`src/rtl/dac_mute_pkg.sv`:
```
package dac_mute_pkg;
  typedef enum logic {
    PIN_ACT_LOW  = 1'b0,
    PIN_ACT_HIGH = 1'b1
  } pin_pol_e;

  function automatic logic pin_level(input pin_pol_e pol, input logic active);
    pin_level = (pol == PIN_ACT_HIGH) ? active : ~active;
  endfunction
endpackage

```
`src/rtl/dms_static_det.sv`:
```
module dms_static_det #(
  parameter int SAMPLE_W = 24
) (
  input  logic [SAMPLE_W-1:0] sample,
  output logic                is_static
);
  logic all_zero;
  logic all_one;

  always_comb begin
    all_zero  = ~(|sample);
    all_one   = &sample;
    is_static = all_zero | all_one;
  end
endmodule

```
`src/rtl/dms_run_ctr.sv`:
```
module dms_run_ctr #(
  parameter int RUN_LEN = 8192
) (
  input  logic clk,
  input  logic rst_n,
  input  logic smp_valid,
  input  logic is_static,
  output logic run_done
);
  localparam int CNT_W = $clog2(RUN_LEN + 1);
  localparam logic [CNT_W-1:0] LIMIT = CNT_W'(RUN_LEN);

  logic [CNT_W-1:0] cnt_q;
  logic [CNT_W-1:0] cnt_d;
  logic             cnt_en;

  always_comb begin
    cnt_en = smp_valid;
    cnt_d  = cnt_q;
    if (!is_static) begin
      cnt_d = '0;
    end else if (cnt_q != LIMIT) begin
      cnt_d = cnt_q + 1'b1;
    end
  end

  always_ff @(posedge clk or negedge rst_n) begin
    if (!rst_n) begin
      cnt_q <= '0;
    end else if (cnt_en) begin
      cnt_q <= cnt_d;
    end
  end

  assign run_done = (cnt_q == LIMIT);

  // a non-static strobed sample restarts the run
  p_release_r3: assert property (@(posedge clk) disable iff (!rst_n)
    (smp_valid && !is_static) |=> (cnt_q == '0));

  // each static strobed sample below the limit advances the run by one
  p_step_r2: assert property (@(posedge clk) disable iff (!rst_n)
    (smp_valid && is_static && !run_done) |=> (cnt_q == $past(cnt_q) + 1'b1));

  // the run saturates once reached
  p_sat_r2: assert property (@(posedge clk) disable iff (!rst_n)
    (run_done && !(smp_valid && !is_static)) |=> run_done);

  // cycles without a strobe leave the run untouched
  p_idle_r1: assert property (@(posedge clk) disable iff (!rst_n)
    (!smp_valid) |=> $stable(cnt_q));
endmodule

```
`src/rtl/dms_pin_combine.sv`:
```
module dms_pin_combine
  import dac_mute_pkg::*;
#(
  parameter int NUM_CH = 6
) (
  input  logic              clk,
  input  logic              rst_n,
  input  logic [NUM_CH-1:0] ch_muted,
  input  logic [NUM_CH-1:0] pin_map,
  input  logic              pin_active_high,
  output logic              mute_pin
);
  pin_pol_e pol;
  logic     all_mapped_muted;
  logic     pin_d;
  logic     pin_q;

  always_comb begin
    pol              = pin_pol_e'(pin_active_high);
    // unmapped channels read as muted, so an empty map yields active
    all_mapped_muted = &(ch_muted | ~pin_map);
    pin_d            = pin_level(pol, all_mapped_muted);
  end

  always_ff @(posedge clk or negedge rst_n) begin
    if (!rst_n) begin
      pin_q <= 1'b0;
    end else begin
      pin_q <= pin_d;
    end
  end

  assign mute_pin = pin_q;

  // nothing mapped drives the active level
  p_nomap_active_r8: assert property (@(posedge clk) disable iff (!rst_n)
    (pin_map == '0) |=> (mute_pin == $past(pin_active_high)));

  // any mapped channel still playing keeps the pin inactive
  p_open_channel_r7: assert property (@(posedge clk) disable iff (!rst_n)
    ((pin_map & ~ch_muted) != '0) |=> (mute_pin == !$past(pin_active_high)));

  // all mapped channels muted gives the active level
  p_all_muted_r7: assert property (@(posedge clk) disable iff (!rst_n)
    ((pin_map & ~ch_muted) == '0) |=> (mute_pin == $past(pin_active_high)));
endmodule

```
`src/rtl/dac_silence_mute.sv`:
```
module dac_silence_mute #(
  parameter int NUM_CH   = 6,
  parameter int SAMPLE_W = 24,
  parameter int RUN_LEN  = 8192
) (
  input  logic                         clk,
  input  logic                         rst_n,
  input  logic                         smp_valid,
  input  logic [NUM_CH*SAMPLE_W-1:0]   smp_data,
  input  logic                         auto_en,
  input  logic [NUM_CH-1:0]            force_mute,
  input  logic [NUM_CH-1:0]            pin_map,
  input  logic                         pin_active_high,
  output logic [NUM_CH-1:0]            ch_muted,
  output logic                         mute_pin
);
  logic [NUM_CH-1:0] ch_static;
  logic [NUM_CH-1:0] ch_run_done;

  for (genvar c = 0; c < NUM_CH; c++) begin : g_ch
    dms_static_det #(
      .SAMPLE_W (SAMPLE_W)
    ) u_det (
      .sample    (smp_data[c*SAMPLE_W +: SAMPLE_W]),
      .is_static (ch_static[c])
    );

    dms_run_ctr #(
      .RUN_LEN (RUN_LEN)
    ) u_run (
      .clk       (clk),
      .rst_n     (rst_n),
      .smp_valid (smp_valid),
      .is_static (ch_static[c]),
      .run_done  (ch_run_done[c])
    );
  end

  always_comb begin
    ch_muted = force_mute | ({NUM_CH{auto_en}} & ch_run_done);
  end

  dms_pin_combine #(
    .NUM_CH (NUM_CH)
  ) u_pin (
    .clk             (clk),
    .rst_n           (rst_n),
    .ch_muted        (ch_muted),
    .pin_map         (pin_map),
    .pin_active_high (pin_active_high),
    .mute_pin        (mute_pin)
  );

  // a forced channel always reads as muted
  p_force_holds_r6: assert property (@(posedge clk) disable iff (!rst_n)
    ((force_mute & ~ch_muted) == '0));

  // with automatic muting off only the force bits mute
  p_auto_off_r5: assert property (@(posedge clk) disable iff (!rst_n)
    (!auto_en) |-> (ch_muted == force_mute));

  // an unforced channel given a non-static sample is unmuted after the edge
  p_unmute_r3: assert property (@(posedge clk) disable iff (!rst_n)
    (smp_valid && !ch_static[0] && !force_mute[0]) |=> !(ch_muted[0] && !force_mute[0]));
endmodule

```
`config.mk`:
```
export PLATFORM = sky130hd
export DESIGN_NAME = dac_silence_mute
export DESIGN_NICKNAME = d
export VERILOG_FILES = /design/src/rtl/dac_mute_pkg.sv /design/src/rtl/dms_static_det.sv /design/src/rtl/dms_run_ctr.sv /design/src/rtl/dms_pin_combine.sv /design/src/rtl/dac_silence_mute.sv
export SDC_FILE = /design/constraint.sdc
export NUM_CORES = 1
export LEC_CHECK = 0
export ABC_AREA = 1
export BUFFER_PORTS_ARGS = -buffer_cell sky130_fd_sc_hd__buf_2
export CAP_MARGIN = 20
export CORE_MARGIN = 1
export CORE_UTILIZATION = 28
export DETAILED_ROUTE_END_ITERATION = 8
export SYNTH_ARGS = -nofsm -noshare
export SYNTH_HDL_FRONTEND = slang
export SYNTH_SLANG_ARGS = --single-unit
```
`constraint.sdc`:
```
create_clock -name clk -period 1.34 [get_ports clk]
set_input_delay 0.067 -clock clk [delete_from_list [all_inputs] [get_ports clk]]
set_output_delay 0.067 -clock clk [all_outputs]
set_load 0.02 [all_outputs]
```
==> summary by stage <==
Yosys
After synthesis the netlist holds a flip-flop and latch count of 85. The synthesized netlist occupies a cell area of about 0.0067 mm². Synthesis handed over a netlist of roughly 1000 instances. A synthesized cell averages ~6.4 µm².

By area the synthesized netlist is led by sky130_fd_sc_hd__dfrtp_1 (32%), sky130_fd_sc_hd__nand2_1 (14%), sky130_fd_sc_hd__nor2_1 (11%). The synthesized design spends more area on one cell type than any other, namely sky130_fd_sc_hd__dfrtp_1. The count of unique library cells instantiated by Yosys is 33. The number of warnings issued by yosys is 0. In this run the biggest area consumer among cell types represents around a third of the synthesized area. The number of nets in the synthesized netlist is approximately 1200. The sequential fraction of the synthesis area is 31.9%.

Drt
For this block, the initial DRC count from the detailed router was roughly 360. Using the TritonRoute via totals, the vias-per-cell ratio works out to between 4 and 5. The pre-antenna-repair detailed-routing pass consisted of 5 iterations. Wires add up to 21.8 mm.

For this run, design rule violations remaining after detail routing come to 0. After detailed routing, the average wire length per cell comes to 12.4 µm. Once detail routing completed, the nets flagged for antenna violations numbered 0.

The final route contains approximately 8100 vias.

Floorplan
The area inside the core boundary is 0.0234 mm². In this run the core area contains 56 standard-cell rows. The effective utilization at floorplan is about 28%. The die footprint is 0.0244 mm². The die is approximately 160 µm wide. The die outline height is approximately 160 µm. For this design the top-level I/O count stands at between 150 and 200.

Global routing
Summed over all layers, the global routing overflow is 0. For this run, global-route usage on met2 was measured as 31.3%. The met3 layer usage reported by global route is under 10%. In the global route stage, met1 resource usage came out at approximately a fifth. In this run the most used layer during global routing was met2. The number of global-route vias before repair is 7668.

The global-route usage over all layers is approximately 17%. The first-pass GRT wire length is roughly 34 mm. The initial antenna violation count came to 0. The maximum number of pins on one net before global-route repair is between 40 and 50.

Worst setup path
Traced cell by cell, the critical path runs through inv_2 -> ha_4 -> nand3_4 -> nor2_4 -> nand3_2 -> buf_6 -> nand2_2 -> buf_6. The dominant delay contributor by cell family on the critical path is flip-flops. STA classifies the critical path endpoint as a primary output.

The worst-path cell with the longest stage delay is sky130_fd_sc_hd__dfrtp_1. The critical path launch point type is a register. By instance count, the cell type seen most on the critical path is sky130_fd_sc_hd__buf_6. The biggest cell delay along the critical path is 0.40 ns.

The buffering stage count on the worst path with inverters included is 3. The endpoint arrival time on the critical path is roughly 1.6 ns. The type of the setup path with the least slack is register to primary output.

For the worst setup path, the data required time is 1.27 ns. Of all nets on the critical path, the largest fanout is 2.

Flow run
The max-capacitance violation count is 0.

Layout
The leading cell type in the layout, fill and taps excluded is sky130_fd_sc_hd__nand2_1. 0 antenna diodes ended up in the layout. The final design utilization is 49.2%. Cells with a size suffix above 1 make up a little under half of the layout. In the layout the commonest cells are sky130_fd_sc_hd__nand2_1 (190), sky130_fd_sc_hd__buf_4 (177), sky130_fd_sc_hd__nor2_1 (160), sky130_fd_sc_hd__buf_2 (160), sky130_fd_sc_hd__inv_1 (104). The final net count is ~1600.

Compared with the post-synthesis result, the final layout area differs by 73.0%. The layout has 2164 filler cells.

Outcome
The flow ran to the end, but the final reports show violations. The final reports fail on setup timing.

STA
The actual transition at the worst max-transition pin is 0.360 ns. For the final routed database, the setup TNS stands at -14.57 ns. The final worst clock skew is slightly above 0.006 ns.

The highest achievable clock rate is between 0.6 and 0.7 GHz. The ratio of final minimum period to clock period is 124%. Setup repair after global routing could not meet its margin everywhere. The hold violation total from the final report came to 0. Headroom to the max-slew limit came out at roughly 76%.

The count of final setup violators is a little over 90. The shortest clock period the worst path allows after layout is around 1.7 ns. The final number of max-transition violations was 0. The final setup slack of the worst path is -0.325 ns.

Clock tree
The number of clock buffers inserted by TritonCTS is 9. TritonCTS built the clock tree. The H-tree was split into 3 levels.

The count of clock tree sinks is 85. The later pin in the worst-skew pair is clocked with a latency of about 0.36 ns. The largest buffer count on any clock path is 2.

The buffer cell driving the clock tree root is sky130_fd_sc_hd__clkbuf_16. After clock tree synthesis, the clock-pin slew on the worst setup and hold paths is approximately 0.07 ns.

Pwr
The power per standard cell area is 568 mW/mm². The analysis attributes to cell leakage a power of between 5 and 6 nW. VDD sags by at most approximately 0.00043 V.

Min path
The path type of the worst min-delay path is input pin to register.

Placement
At the end of routability-driven placement, the weighted congestion stood at between 0.8 and 0.9. The wire-length estimate of the detail-placed layout is ~15 mm. Buffers placed on the I/O ports in this run total 167.
[cell usage after synthesis]
cell type,count
sky130_fd_sc_hd__buf_2,3
sky130_fd_sc_hd__nor4_4,1
sky130_fd_sc_hd__dfrtp_1,85
sky130_fd_sc_hd__nand2_4,5
sky130_fd_sc_hd__a21oi_4,1
sky130_fd_sc_hd__xor2_1,40
sky130_fd_sc_hd__nand4_2,1
sky130_fd_sc_hd__a31oi_1,2
sky130_fd_sc_hd__nand4_1,56
sky130_fd_sc_hd__nor3_4,1
sky130_fd_sc_hd__nor2_8,1
sky130_fd_sc_hd__nand2_2,10
sky130_fd_sc_hd__inv_2,7
sky130_fd_sc_hd__o21ai_4,1
sky130_fd_sc_hd__nor2_2,4
sky130_fd_sc_hd__ha_1,12
sky130_fd_sc_hd__nor3_1,46
sky130_fd_sc_hd__inv_1,130
sky130_fd_sc_hd__nor2_1,200
sky130_fd_sc_hd__nor3_2,1
sky130_fd_sc_hd__nand2_1,254
sky130_fd_sc_hd__o21ai_1,8
sky130_fd_sc_hd__o21ai_0,20
sky130_fd_sc_hd__a21oi_1,23
sky130_fd_sc_hd__nand3_2,4
sky130_fd_sc_hd__inv_4,1
sky130_fd_sc_hd__xnor2_1,3
sky130_fd_sc_hd__nand3b_1,10
sky130_fd_sc_hd__buf_1,1
sky130_fd_sc_hd__buf_4,3
sky130_fd_sc_hd__nor3b_1,1
sky130_fd_sc_hd__nand3_1,94
sky130_fd_sc_hd__buf_6,4
[sequential cells by signal, summed over array words and instances, names as in the netlist]
| signal | count |
|---|---|
| u_pin.mute_pin | 1 |
| g_ch.u_run.cnt_q | 84 |
[path summary, 6_finish.rpt]
path | start | to | slack, ns | cells after the start
max | g_ch[2].u_run.cnt_q[0] | ch_muted[2] | -0.32 | 8
min | pin_map[0] | u_pin.mute_pin | 0.15 | 6
max reg2reg | g_ch[2].u_run.cnt_q[0] | u_pin.mute_pin | -0.31 | 12
min reg2reg | g_ch[4].u_run.cnt_q[12] | g_ch[4].u_run.cnt_q[12] | 0.49 | 2
max in group asynchronous | rst_n | g_ch[3].u_run.cnt_q[2] | 0.85 | 3
min in group asynchronous | rst_n | g_ch[5].u_run.cnt_q[6] | 0.23 | 3
[final cells by class]
cell class              instances  area (µm²)  area share, %
multi-input cells             804        5280           45.8
repair buffers                393        2800           24.3
flip-flops and latches         85        2130           18.5
inverters                     138         563           4.89
well taps                     319         399           3.46
clock buffers                  10         239           2.07
clock inverters                 6         110          0.955
[through the flow]
step	setup slack [ns]	std cells	area, µm²	hold WS [ns]	power (mW)
after floorplan	-0.107	1033	6750	-0.229	2.93
after global placement	-0.276	1679	9210	0.0746	3.38
after detailed placement	-0.291	1679	9210	0.0677	3.39
after CTS	-0.390	1738	10600	0.125	6.55
after global routing	-0.428	1755	11500	0.184	6.79
final	-0.325	1755	11500	0.148	6.55
[metal layers]
metal,up-vias,wire length [µm]
met5,-,0
met4,0,391
met3,32,922
met2,231,11600
met1,3707,8970
li1,4135,-
[repair_timing]
| action | CTS | global route |
|---|---|---|
| pin swaps | 77 | 114 |
| cloned | 5 | 0 |
| resized for setup | 193 | 196 |
| hold endpoints to repair | 86 | 0 |
| setup buffers | 36 | 23 |
| setup endpoints to repair | 90 | 91 |
| hold buffers | 2 | 0 |
[cells by family after synthesis]
group,count (synthesis),synth area share (%)
simple gates,689,46.6
buf+inv,149,9.11
flops,85,31.9
compound gates,55,4.51
xor+xnor,43,5.65
fa+ha+maj,12,2.25
[worst register-to-register path, stage by stage (launching register included)]
cell and delay (ns):
sky130_fd_sc_hd__dfrtp_1 0.40, sky130_fd_sc_hd__inv_2 0.08, sky130_fd_sc_hd__ha_4 0.14, sky130_fd_sc_hd__nand3_4 0.08, sky130_fd_sc_hd__nor2_4 0.13, sky130_fd_sc_hd__nand3_2 0.10
sky130_fd_sc_hd__buf_4 0.15, sky130_fd_sc_hd__nand3_1 0.10, sky130_fd_sc_hd__nand2_2 0.10, sky130_fd_sc_hd__nor2_2 0.10, sky130_fd_sc_hd__nand2_1 0.05, sky130_fd_sc_hd__nand2_1 0.05
sky130_fd_sc_hd__nand2_1 0.04
[where the power goes]
part | switching, mW | internal, mW | leakage [nW]
Clock | 1.12 | 1.87 | 0.165
Combinational | 0.546 | 0.432 | 4.26
Sequential | 0.00559 | 2.57 | 1.18
Total | 1.67 | 4.88 | 5.61
Power figures use the tool's default switching activity.
